$ cat config.mk
export PLATFORM = sky130hd
export DESIGN_NAME = pmem_route_sel
export DESIGN_NICKNAME = d
export VERILOG_FILES = /design/src/rtl/pmem_sel_pkg.sv /design/src/rtl/pmem_mode_latch.sv /design/src/rtl/pmem_route_decide.sv /design/src/rtl/pmem_rdata_mux.sv /design/src/rtl/pmem_route_sel.sv
export SDC_FILE = /design/constraint.sdc
export NUM_CORES = 1
export LEC_CHECK = 0
export BUFFER_PORTS_ARGS = -buffer_cell sky130_fd_sc_hd__buf_2
export CAP_MARGIN = 5
export CELL_PAD_IN_SITES_DETAIL_PLACEMENT = 0
export CELL_PAD_IN_SITES_GLOBAL_PLACEMENT = 1
export CORE_MARGIN = 2
export CORE_UTILIZATION = 11
export DETAILED_ROUTE_END_ITERATION = 12
export PLACE_DENSITY = 0.8
export SKIP_CTS_REPAIR_TIMING = 1
export SYNTH_ARGS = -nofsm -noshare
export SYNTH_HDL_FRONTEND = slang
export SYNTH_SLANG_ARGS = --single-unit
export TNS_END_PERCENT = 1
$ cat constraint.sdc
create_clock -name clk -period 0.95 [get_ports clk]
set_input_delay 0.19 -clock clk [delete_from_list [all_inputs] [get_ports clk]]
set_output_delay 0.19 -clock clk [all_outputs]
set_load 0.05 [all_outputs]
$ cat src/rtl/pmem_sel_pkg.sv
package pmem_sel_pkg;
  localparam int ADDR_W = 16;

  typedef enum logic {
    KIND_CODE  = 1'b0,
    KIND_TABLE = 1'b1
  } req_kind_e;

  typedef struct packed {
    logic to_int;
    logic to_ext;
    logic deny;
  } route_t;

  // An address lies in on-chip ROM only in split mode and at or below the last ROM location.
  function automatic logic in_rom(input logic [ADDR_W-1:0] addr,
                                  input logic [ADDR_W-1:0] rom_last,
                                  input logic              split_mode);
    return split_mode && (addr <= rom_last);
  endfunction

  // Protection refuses a table read that comes from external code and aims at ROM.
  function automatic logic refuse(input logic secure, input logic is_table,
                                  input logic pc_int, input logic tgt_int);
    return secure && is_table && !pc_int && tgt_int;
  endfunction
endpackage

$ cat src/rtl/pmem_mode_latch.sv
module pmem_mode_latch (
  input  logic clk,
  input  logic rst,
  input  logic pin_i,
  output logic mode_o
);
  // Tracks the pin only while reset is held; frozen afterwards.
  always_ff @(posedge clk) begin
    if (rst) mode_o <= pin_i;
  end
endmodule

$ cat src/rtl/pmem_route_decide.sv
module pmem_route_decide
  import pmem_sel_pkg::*;
#(
  parameter logic [ADDR_W-1:0] ROM_LAST = 16'hBFFF
) (
  input  logic              mode_i,
  input  logic              secure_i,
  input  logic              valid_i,
  input  logic              kind_i,
  input  logic [ADDR_W-1:0] addr_i,
  input  logic [ADDR_W-1:0] pc_i,
  output logic              tgt_int_o,
  output logic              pc_int_o,
  output route_t            route_o
);
  logic deny_w;

  assign tgt_int_o = in_rom(addr_i, ROM_LAST, mode_i);
  assign pc_int_o  = in_rom(pc_i, ROM_LAST, mode_i);
  assign deny_w    = refuse(secure_i, kind_i == KIND_TABLE, pc_int_o, tgt_int_o);

  always_comb begin
    route_o.deny   = valid_i && deny_w;
    route_o.to_int = valid_i && tgt_int_o && !deny_w;
    route_o.to_ext = valid_i && !tgt_int_o;
  end
endmodule

$ cat src/rtl/pmem_rdata_mux.sv
module pmem_rdata_mux #(
  parameter int                DATA_W    = 8,
  parameter logic [DATA_W-1:0] BLOCK_VAL = '0
) (
  input  logic              sel_int_i,
  input  logic              blocked_i,
  input  logic [DATA_W-1:0] rom_i,
  input  logic [DATA_W-1:0] ext_i,
  output logic [DATA_W-1:0] data_o
);
  always_comb begin
    if (blocked_i)      data_o = BLOCK_VAL;
    else if (sel_int_i) data_o = rom_i;
    else                data_o = ext_i;
  end
endmodule

$ cat src/rtl/pmem_route_sel.sv
module pmem_route_sel
  import pmem_sel_pkg::*;
#(
  parameter int                DATA_W    = 8,
  parameter logic [ADDR_W-1:0] ROM_LAST  = 16'hBFFF,
  parameter logic [DATA_W-1:0] BLOCK_VAL = '0
) (
  input  logic              clk,
  input  logic              rst,
  input  logic              ext_pin_i,
  input  logic              secure_en_i,
  input  logic              req_valid_i,
  input  logic              req_kind_i,
  input  logic [ADDR_W-1:0] req_addr_i,
  input  logic [ADDR_W-1:0] instr_pc_i,
  input  logic [DATA_W-1:0] rom_data_i,
  input  logic [DATA_W-1:0] ext_data_i,
  output logic              sel_int_o,
  output logic              ext_req_o,
  output logic              blocked_o,
  output logic [DATA_W-1:0] rdata_o
);
  logic   ea_lat_w;
  logic   tgt_int_w;
  logic   pc_int_w;
  route_t route_w;
  route_t route_q;

  pmem_mode_latch u_mode (
    .clk    (clk),
    .rst    (rst),
    .pin_i  (ext_pin_i),
    .mode_o (ea_lat_w)
  );

  pmem_route_decide #(.ROM_LAST(ROM_LAST)) u_decide (
    .mode_i    (ea_lat_w),
    .secure_i  (secure_en_i),
    .valid_i   (req_valid_i),
    .kind_i    (req_kind_i),
    .addr_i    (req_addr_i),
    .pc_i      (instr_pc_i),
    .tgt_int_o (tgt_int_w),
    .pc_int_o  (pc_int_w),
    .route_o   (route_w)
  );

  always_ff @(posedge clk) begin
    if (rst) route_q <= '0;
    else     route_q <= route_w;
  end

  assign sel_int_o = route_q.to_int;
  assign ext_req_o = route_q.to_ext;
  assign blocked_o = route_q.deny;

  pmem_rdata_mux #(.DATA_W(DATA_W), .BLOCK_VAL(BLOCK_VAL)) u_mux (
    .sel_int_i (route_q.to_int),
    .blocked_i (route_q.deny),
    .rom_i     (rom_data_i),
    .ext_i     (ext_data_i),
    .data_o    (rdata_o)
  );
endmodule

==> results of run 1 <==
-- critical path: stages, from the launching register on --
cell     delay (ps)
dfxtp_4         360
buf_12          140
mux2i_4         240
nor2_4           50
buf_6           140
-- area by class of cell --
cell class / count / share of cell area (%)
multi-input cells: 22 / 41.0
repair buffers: 39 / 38.8
well taps: 28 / 4.47
clock buffers: 4 / 3.35
flip-flops and latches: 4 / 12.4
-- power by group through the flow --
stage               Clock, mW  Sequential (mW)  Combinational, mW
floorplan                   0            0.203              0.184
global placement            0            0.195              0.271
detailed placement          0            0.196              0.276
CTS                     0.251            0.193              0.276
global route            0.273            0.184              0.394
finish                  0.245            0.183              0.375
-- through the flow --
stage	utilization, %	instances	setup TNS [ps]	total power, mW	hold slack, ps
final	34.8	97	-3480	0.803	123
after global placement	25.8	91	-1620	0.467	369
after global routing	34.8	97	-3920	0.851	106
after floorplan	-	28	-1740	0.387	289
after CTS	27.0	95	-4300	0.720	113
after detailed placement	25.8	91	-1760	0.471	369
-- path summary, 6_finish.rpt --
check                               start                      end  cells past startpoint
hold reg to reg   u_mode.mode_o$_DFFE_PP_     sel_int_o$_SDFF_PP0_                      2
setup / recovery     sel_int_o$_SDFF_PP0_               rdata_o[1]                      4
hold / removal                  ext_pin_i  u_mode.mode_o$_DFFE_PP_                      1
setup reg to reg  u_mode.mode_o$_DFFE_PP_     ext_req_o$_SDFF_PP0_                      2
-- cell usage in the layout, fill, tap and decap left out --
cell type	n
buf_2	25
buf_8	2
nor3_2	1
buf_12	2
buf_4	1
nor2b_1	1
nand2b_1	1
clkbuf_4	3
nor3b_2	1
dfxtp_1	1
nor2_4	8
dfxtp_4	2
a21bo_1	1
nand4_1	1
clkbuf_1	1
edfxtp_1	1
buf_6	9
mux2i_4	8
-- logic make-up (layout without fill, tap and decap cells) --
logic type	Yosys count	in the layout
buf+inv	2	43
compound gates	1	1
simple gates	13	13
flops	4	4
mux	8	8
-- registers in the layout (all words and copies together) (netlist names) --
register,flops
sel_int_o,1
blocked_o,1
ext_req_o,1
u_mode.mode_o,1
-- metal layers --
metal	up-vias	share of wire [%]	global-route usage [%]
met5	-	0	0
met2	28	55	12.3
met1	172	32	5.97
met4	0	0.92	6.41
met3	2	12	3.11
li1	181	-	-
==> results by group, run 1 <==
Run status
  – Result of the run: finished, violations left
  – Violations in the final reports: setup timing

GRT
  – Vias in the first global route: 368
  – Initial antenna violation count: 0
  – Pin count of the biggest net entering global routing: 10
  – Total global-route track usage: 7.11%
  – Global-route congestion overflow total: 0
  – Global-route wire length before repair: around 1.4 mm

Critical path
  – Capturing element type of the critical path: primary output
  – Required time of the critical path: 760 ps
  – Top fanout value on the critical path: 5
  – R2R setup slack: around 150 ps
  – Worst EP arrival: 1180 ps
  – Setup crit start kind: flop
  – Classification of the worst setup path: flop to primary output

Pwr
  – Net switching power figure: between 200 and 300 uW
  – Peak VDD IR: 546 uV
  – Power per cell area: 1020 mW/mm^2
  – Combinational share of power: 46.6%
  – Static Leak: 0.323 nW
  – Clock Power Share: between 30% and 40%
  – Relative contribution of sequential cells to total power: 22.8%
  – Switching share of power: a little under two fifths
  – Cell internal pwr: ~500 uW

Flow run
  – Number of maximum-capacitance violations: 0

Synth
  – Ys Warns: 0
  – Most used flip-flop cell after synthesis: dfxtp_1
  – Post-Synth XOR/XNOR Area: 0%
  – Sequential share of the synthesized area: 33.8%
  – Synthesized-area fraction occupied by adder cells: 0%
  – Proportion of synthesized area in mux cells: 30.0%
  – Synth area leader: mux2i_1
  – Proportion of register bits with asynchronous set or reset after synthesis: 0%
  – Synth top area cells: mux2i_1 30%, dfxtp_1 23%, edfxtp_1 11%
  – Cells after synthesis: 28
  – Number of storage elements in the synthesis netlist: 4
  – Mapped cell area: 267 sq um
  – Most numerous cell types in the synthesized netlist: 8 x mux2i_1, 8 x nor2_1, 3 x dfxtp_1
  – Simple logic cell fraction of the synthesized area: 26.8%
  – Post-Syn Area per Cell: ~9.5 sq um
  – Synth Area in Compound Gates: 3.76%
  – Distinct cell type count of the synthesized netlist: 12
  – Nets in the synthesized netlist: 82
  – Area fraction of the dominant cell type after synthesis: between 30 and 40%
  – Number of enable flip-flop cells after synthesis: 1
  – Largest family of logic cells by synthesized area: multiplexers

Timing
  – Remaining max-slew budget at the tightest pin: between 80 and 90%
  – Setup repair after global routing missed its margin: yes
  – Final number of setup-violating endpoints: 9
  – Final period util: 145%
  – Shortest clock period the worst path allows after layout: 1370 ps
  – Count of endpoints failing hold in the final timing report: 0
  – Peak clock frequency supported by timing: around 730 MHz
  – Worst setup margin: -425 ps
  – Max Clock Skew: 3.96 ps
  – Worst-margin pin slew: 166 ps
  – Max-slew violation total from the final report: 0

Layout
  – Final design instance area without fill: 785 sq um
  – Fraction of final layout cells with drive strength greater than 1: roughly nine tenths
  – Area of combinational cells with multiple inputs: approximately 320 sq um
  – Sequential cell area: 97.6 sq um
  – Layout area overhead: 194%
  – Fillers: 233
  – Number of antenna diodes: 0
  – Number of nets in the final layout: 124

Drt
  – Via density: just under 4
  – Iter 0 DRT Violations: 1
  – Wire length per cell: around 11 um
  – Final wirelength: 1.09 mm
  – Detailed-routing iteration count for the pre-antenna-repair pass: 2
  – Detailed-route via count: 383
  – # DRC: 0
  – Number of antenna-violating nets in the routed design: 0

Placed design
  – Number of port buffers: 36
  – Placed standard-cell area: 582 sq um
  – Setup WS pre-CTS: -234 ps
  – HPWL reported at the end of detailed placement: 762 um
  – Gpl congestion: 0.633

Floorplan
  – Initial standard-cell utilization of the core: 11.8%
  – Chip width: 53.2 um
  – Core Rows: 17
  – Die area: 0.00283 sq mm
  – Core area: roughly 0.0023 sq mm
  – Height of the die: 53.2 um
  – Top-level port count: 65

Clock tree
  – TritonCTS sink count: 4
  – Clock H-tree levels: 1
  – Max Root-Sink Buffers: 2
  – Insertion delay to the later sink of the worst-skew pair: ~240 ps
  – TritonCTS clock tree: built
  – Number of buffers added by the clock tree synthesis step: 3
  – Clock-pin slew of the registers on the worst-case setup and hold paths: roughly 50 ps
  – Clock tree root buffer cell: clkbuf_4

Worst hold path
  – Hold/Removal Path Class: primary input to flop
(Power assumes the default switching activity.)
==> inputs of run 2 (changes only) <==
- CORE_UTILIZATION: 11 -> 12
- SYNTH_HIERARCHICAL: not set -> 1
- clock period: 0.95 -> 1.4 ns (I/O delays scaled with it)
==> results by group, run 2 <==
Clock tree
  – Number of buffers added by the clock tree synthesis step: 3 (unchanged)
  – Insertion delay to the later sink of the worst-skew pair: 240 ps (about the same)
  – Clock-pin slew of the registers on the worst-case setup and hold paths: 50 ps (about the same)
  – Clock tree root buffer cell: clkbuf_4
  – Clock H-tree levels: 1 (unchanged)
  – TritonCTS sink count: 4 (unchanged)
  – Max Root-Sink Buffers: 2 (unchanged)
  – TritonCTS clock tree: built

Placed design
  – Instance count after placement with tap cells included: 94 (+3.3%)
  – Placed standard-cell area: 552 sq um (-5.2%)
  – Gpl congestion: 0.612 (-3.4%)
  – Setup WS pre-CTS: 46.8 ps (+281 ps)
  – Number of port buffers: 36 (unchanged)
  – HPWL reported at the end of detailed placement: 783 um (+2.8%)

Timing
  – Max Clock Skew: 8.82 ps (+4.86 ps)
  – Final number of setup-violating endpoints: 8 (-1)
  – Worst-margin pin slew: 257 ps (+91.0 ps)
  – Setup repair after global routing missed its margin: yes
  – Total negative setup slack: -471 ps (+3010 ps)
  – Remaining max-slew budget at the tightest pin: 83.0% (-5.7 points)
  – Shortest clock period the worst path allows after layout: 1460 ps
  – Hold Slack: 214 ps (+91.0 ps)
  – Worst setup margin: -64.9 ps (+360 ps)
  – Count of endpoints failing hold in the final timing report: 0 (unchanged)
  – Final period util: 105%
  – Peak clock frequency supported by timing: 683 MHz
  – Max-slew violation total from the final report: 0 (unchanged)

Floorplan
  – Top-level port count: 65 (unchanged)
  – Core area: 0.00221 sq mm (-1.9%)
  – Chip width: 52.5 um (-1.3%)
  – Initial standard-cell utilization of the core: 12.8% (+0.96 points)
  – Core Rows: 17 (unchanged)
  – Die area: 0.00276 sq mm (-2.5%)
  – Height of the die: 52.5 um (-1.3%)

Critical path
  – Top fanout value on the critical path: 5 (unchanged)
  – Setup crit start kind: flop
  – Required time of the critical path: 1120 ps (+360 ps)
  – Classification of the worst setup path: flop to primary output
  – Worst EP arrival: 1180 ps (about the same)
  – Capturing element type of the critical path: primary output

Layout
  – Commonest cells after routing, fill and taps aside: 28 x buf_2, 8 x buf_6, 8 x mux2i_4, 8 x nor2_4, 4 x nor2b_1
  – Final design instance area without fill: 766 sq um (-2.4%)
  – Number of antenna diodes: 0 (unchanged)
  – Post-layout utilization of the core: 34.6% (-0.18 points)
  – Layout area overhead: 171%
  – Most common cell after layout, fill and taps aside: buf_2
  – Number of nets in the final layout: 127 (+2.4%)
  – Non-filler cells, final: 100 (+3.1%)
  – Fillers: 239 (+2.6%)
  – Fraction of final layout cells with drive strength greater than 1: 83.3% (-6.5 points)

Synth
  – Nets in the synthesized netlist: 85 (+3.7%)
  – Cells after synthesis: 31 (+11%)
  – Ys Warns: 6 (+6)
  – Mapped cell area: 283 sq um (+6.1%)
  – Post-Syn Area per Cell: 9.12 sq um (-4.2%)

Drt
  – Detailed-routing iteration count for the pre-antenna-repair pass: 4 (+2)
  – Wire length per cell: 10.0 um (-11%)
  – Number of antenna-violating nets in the routed design: 0 (unchanged)
  – Final wirelength: 1.00 mm (-8.2%)
  – Via density: 3.78 (-4.3%)
  – Iter 0 DRT Violations: 2 (+1)
  – Detailed-route via count: 378 (-1.3%)
  – # DRC: 0 (unchanged)

GRT
  – Total global-route track usage: 7.57% (+0.46 points)
  – Global-route congestion overflow total: 0 (unchanged)
  – Vias in the first global route: 360 (-2.2%)
  – Global-route wire length before repair: 1.48 mm (+7.5%)
  – Pin count of the biggest net entering global routing: 10 (unchanged)
  – Initial antenna violation count: 0 (unchanged)

Pwr
  – Power per cell area: 709 mW/mm^2 (-31%)
  – Relative contribution of sequential cells to total power: 23.4% (+0.6 points)
  – PnR Total Power: 543 uW (-32%)
  – Net switching power figure: 196 uW (-34%)
  – Peak VDD IR: 442 uV (-19%)
  – Clock Power Share: 29.9% (-0.7 points)
  – Switching share of power: 36.1% (-0.62 points)
  – Combinational share of power: 46.7% (about the same)
  – Cell internal pwr: 347 uW (-32%)
  – Static Leak: 0.327 nW (+1.1%)

Flow run
  – Number of maximum-capacitance violations: 0 (unchanged)

Run status
  – Violations in the final reports: setup timing
  – Result of the run: finished, violations left

Worst hold path
  – Hold/Removal Path Class: primary input to flop
-- run 2: final timing paths --
check	to	startpoint	cells past startpoint	slack, ps
worst max-delay path	rdata_o[7]	sel_int_o$_SDFF_PP0_	4	-60
worst min-delay path	u_mode/mode_o$_DFFE_PP_	ext_pin_i	1	210
worst max register to register	sel_int_o$_SDFF_PP0_	u_mode/mode_o$_DFFE_PP_	3	490
worst min register to register	blocked_o$_SDFF_PP0_	u_mode/mode_o$_DFFE_PP_	3	690
-- run 2: metal layers --
layer  wire, um  track usage, %  up-vias
met2        550            13.8       24
met3        120            2.00        0
met5          0               0        -
li1           -               -      190
met1        329            6.85      164
met4          0            6.41        0
-- run 2: power groups by stage --
stage,logic (mW),clock network [mW],registers [mW]
after global routing,0.268,0.179,0.128
after global placement,0.175,0,0.134
after CTS,0.178,0.171,0.132
after detailed placement,0.177,0,0.134
final,0.254,0.162,0.127
after floorplan,0.115,0,0.139
-- run 2: layout make-up --
class	instances	area (sq um)	area share [%]
multi-input combinational	25	338	44.1
clock buffer	4	26.3	3.43
tap	28	35.0	4.58
timing repair buffer	39	273	35.6
sequential	4	93.8	12.3
-- run 2: critical path, cell delays in order, from the launching register on --
cell and delay, ps:
dfxtp_4 360, buf_12 140, mux2i_4 250, nor2_4 40
buf_6 150
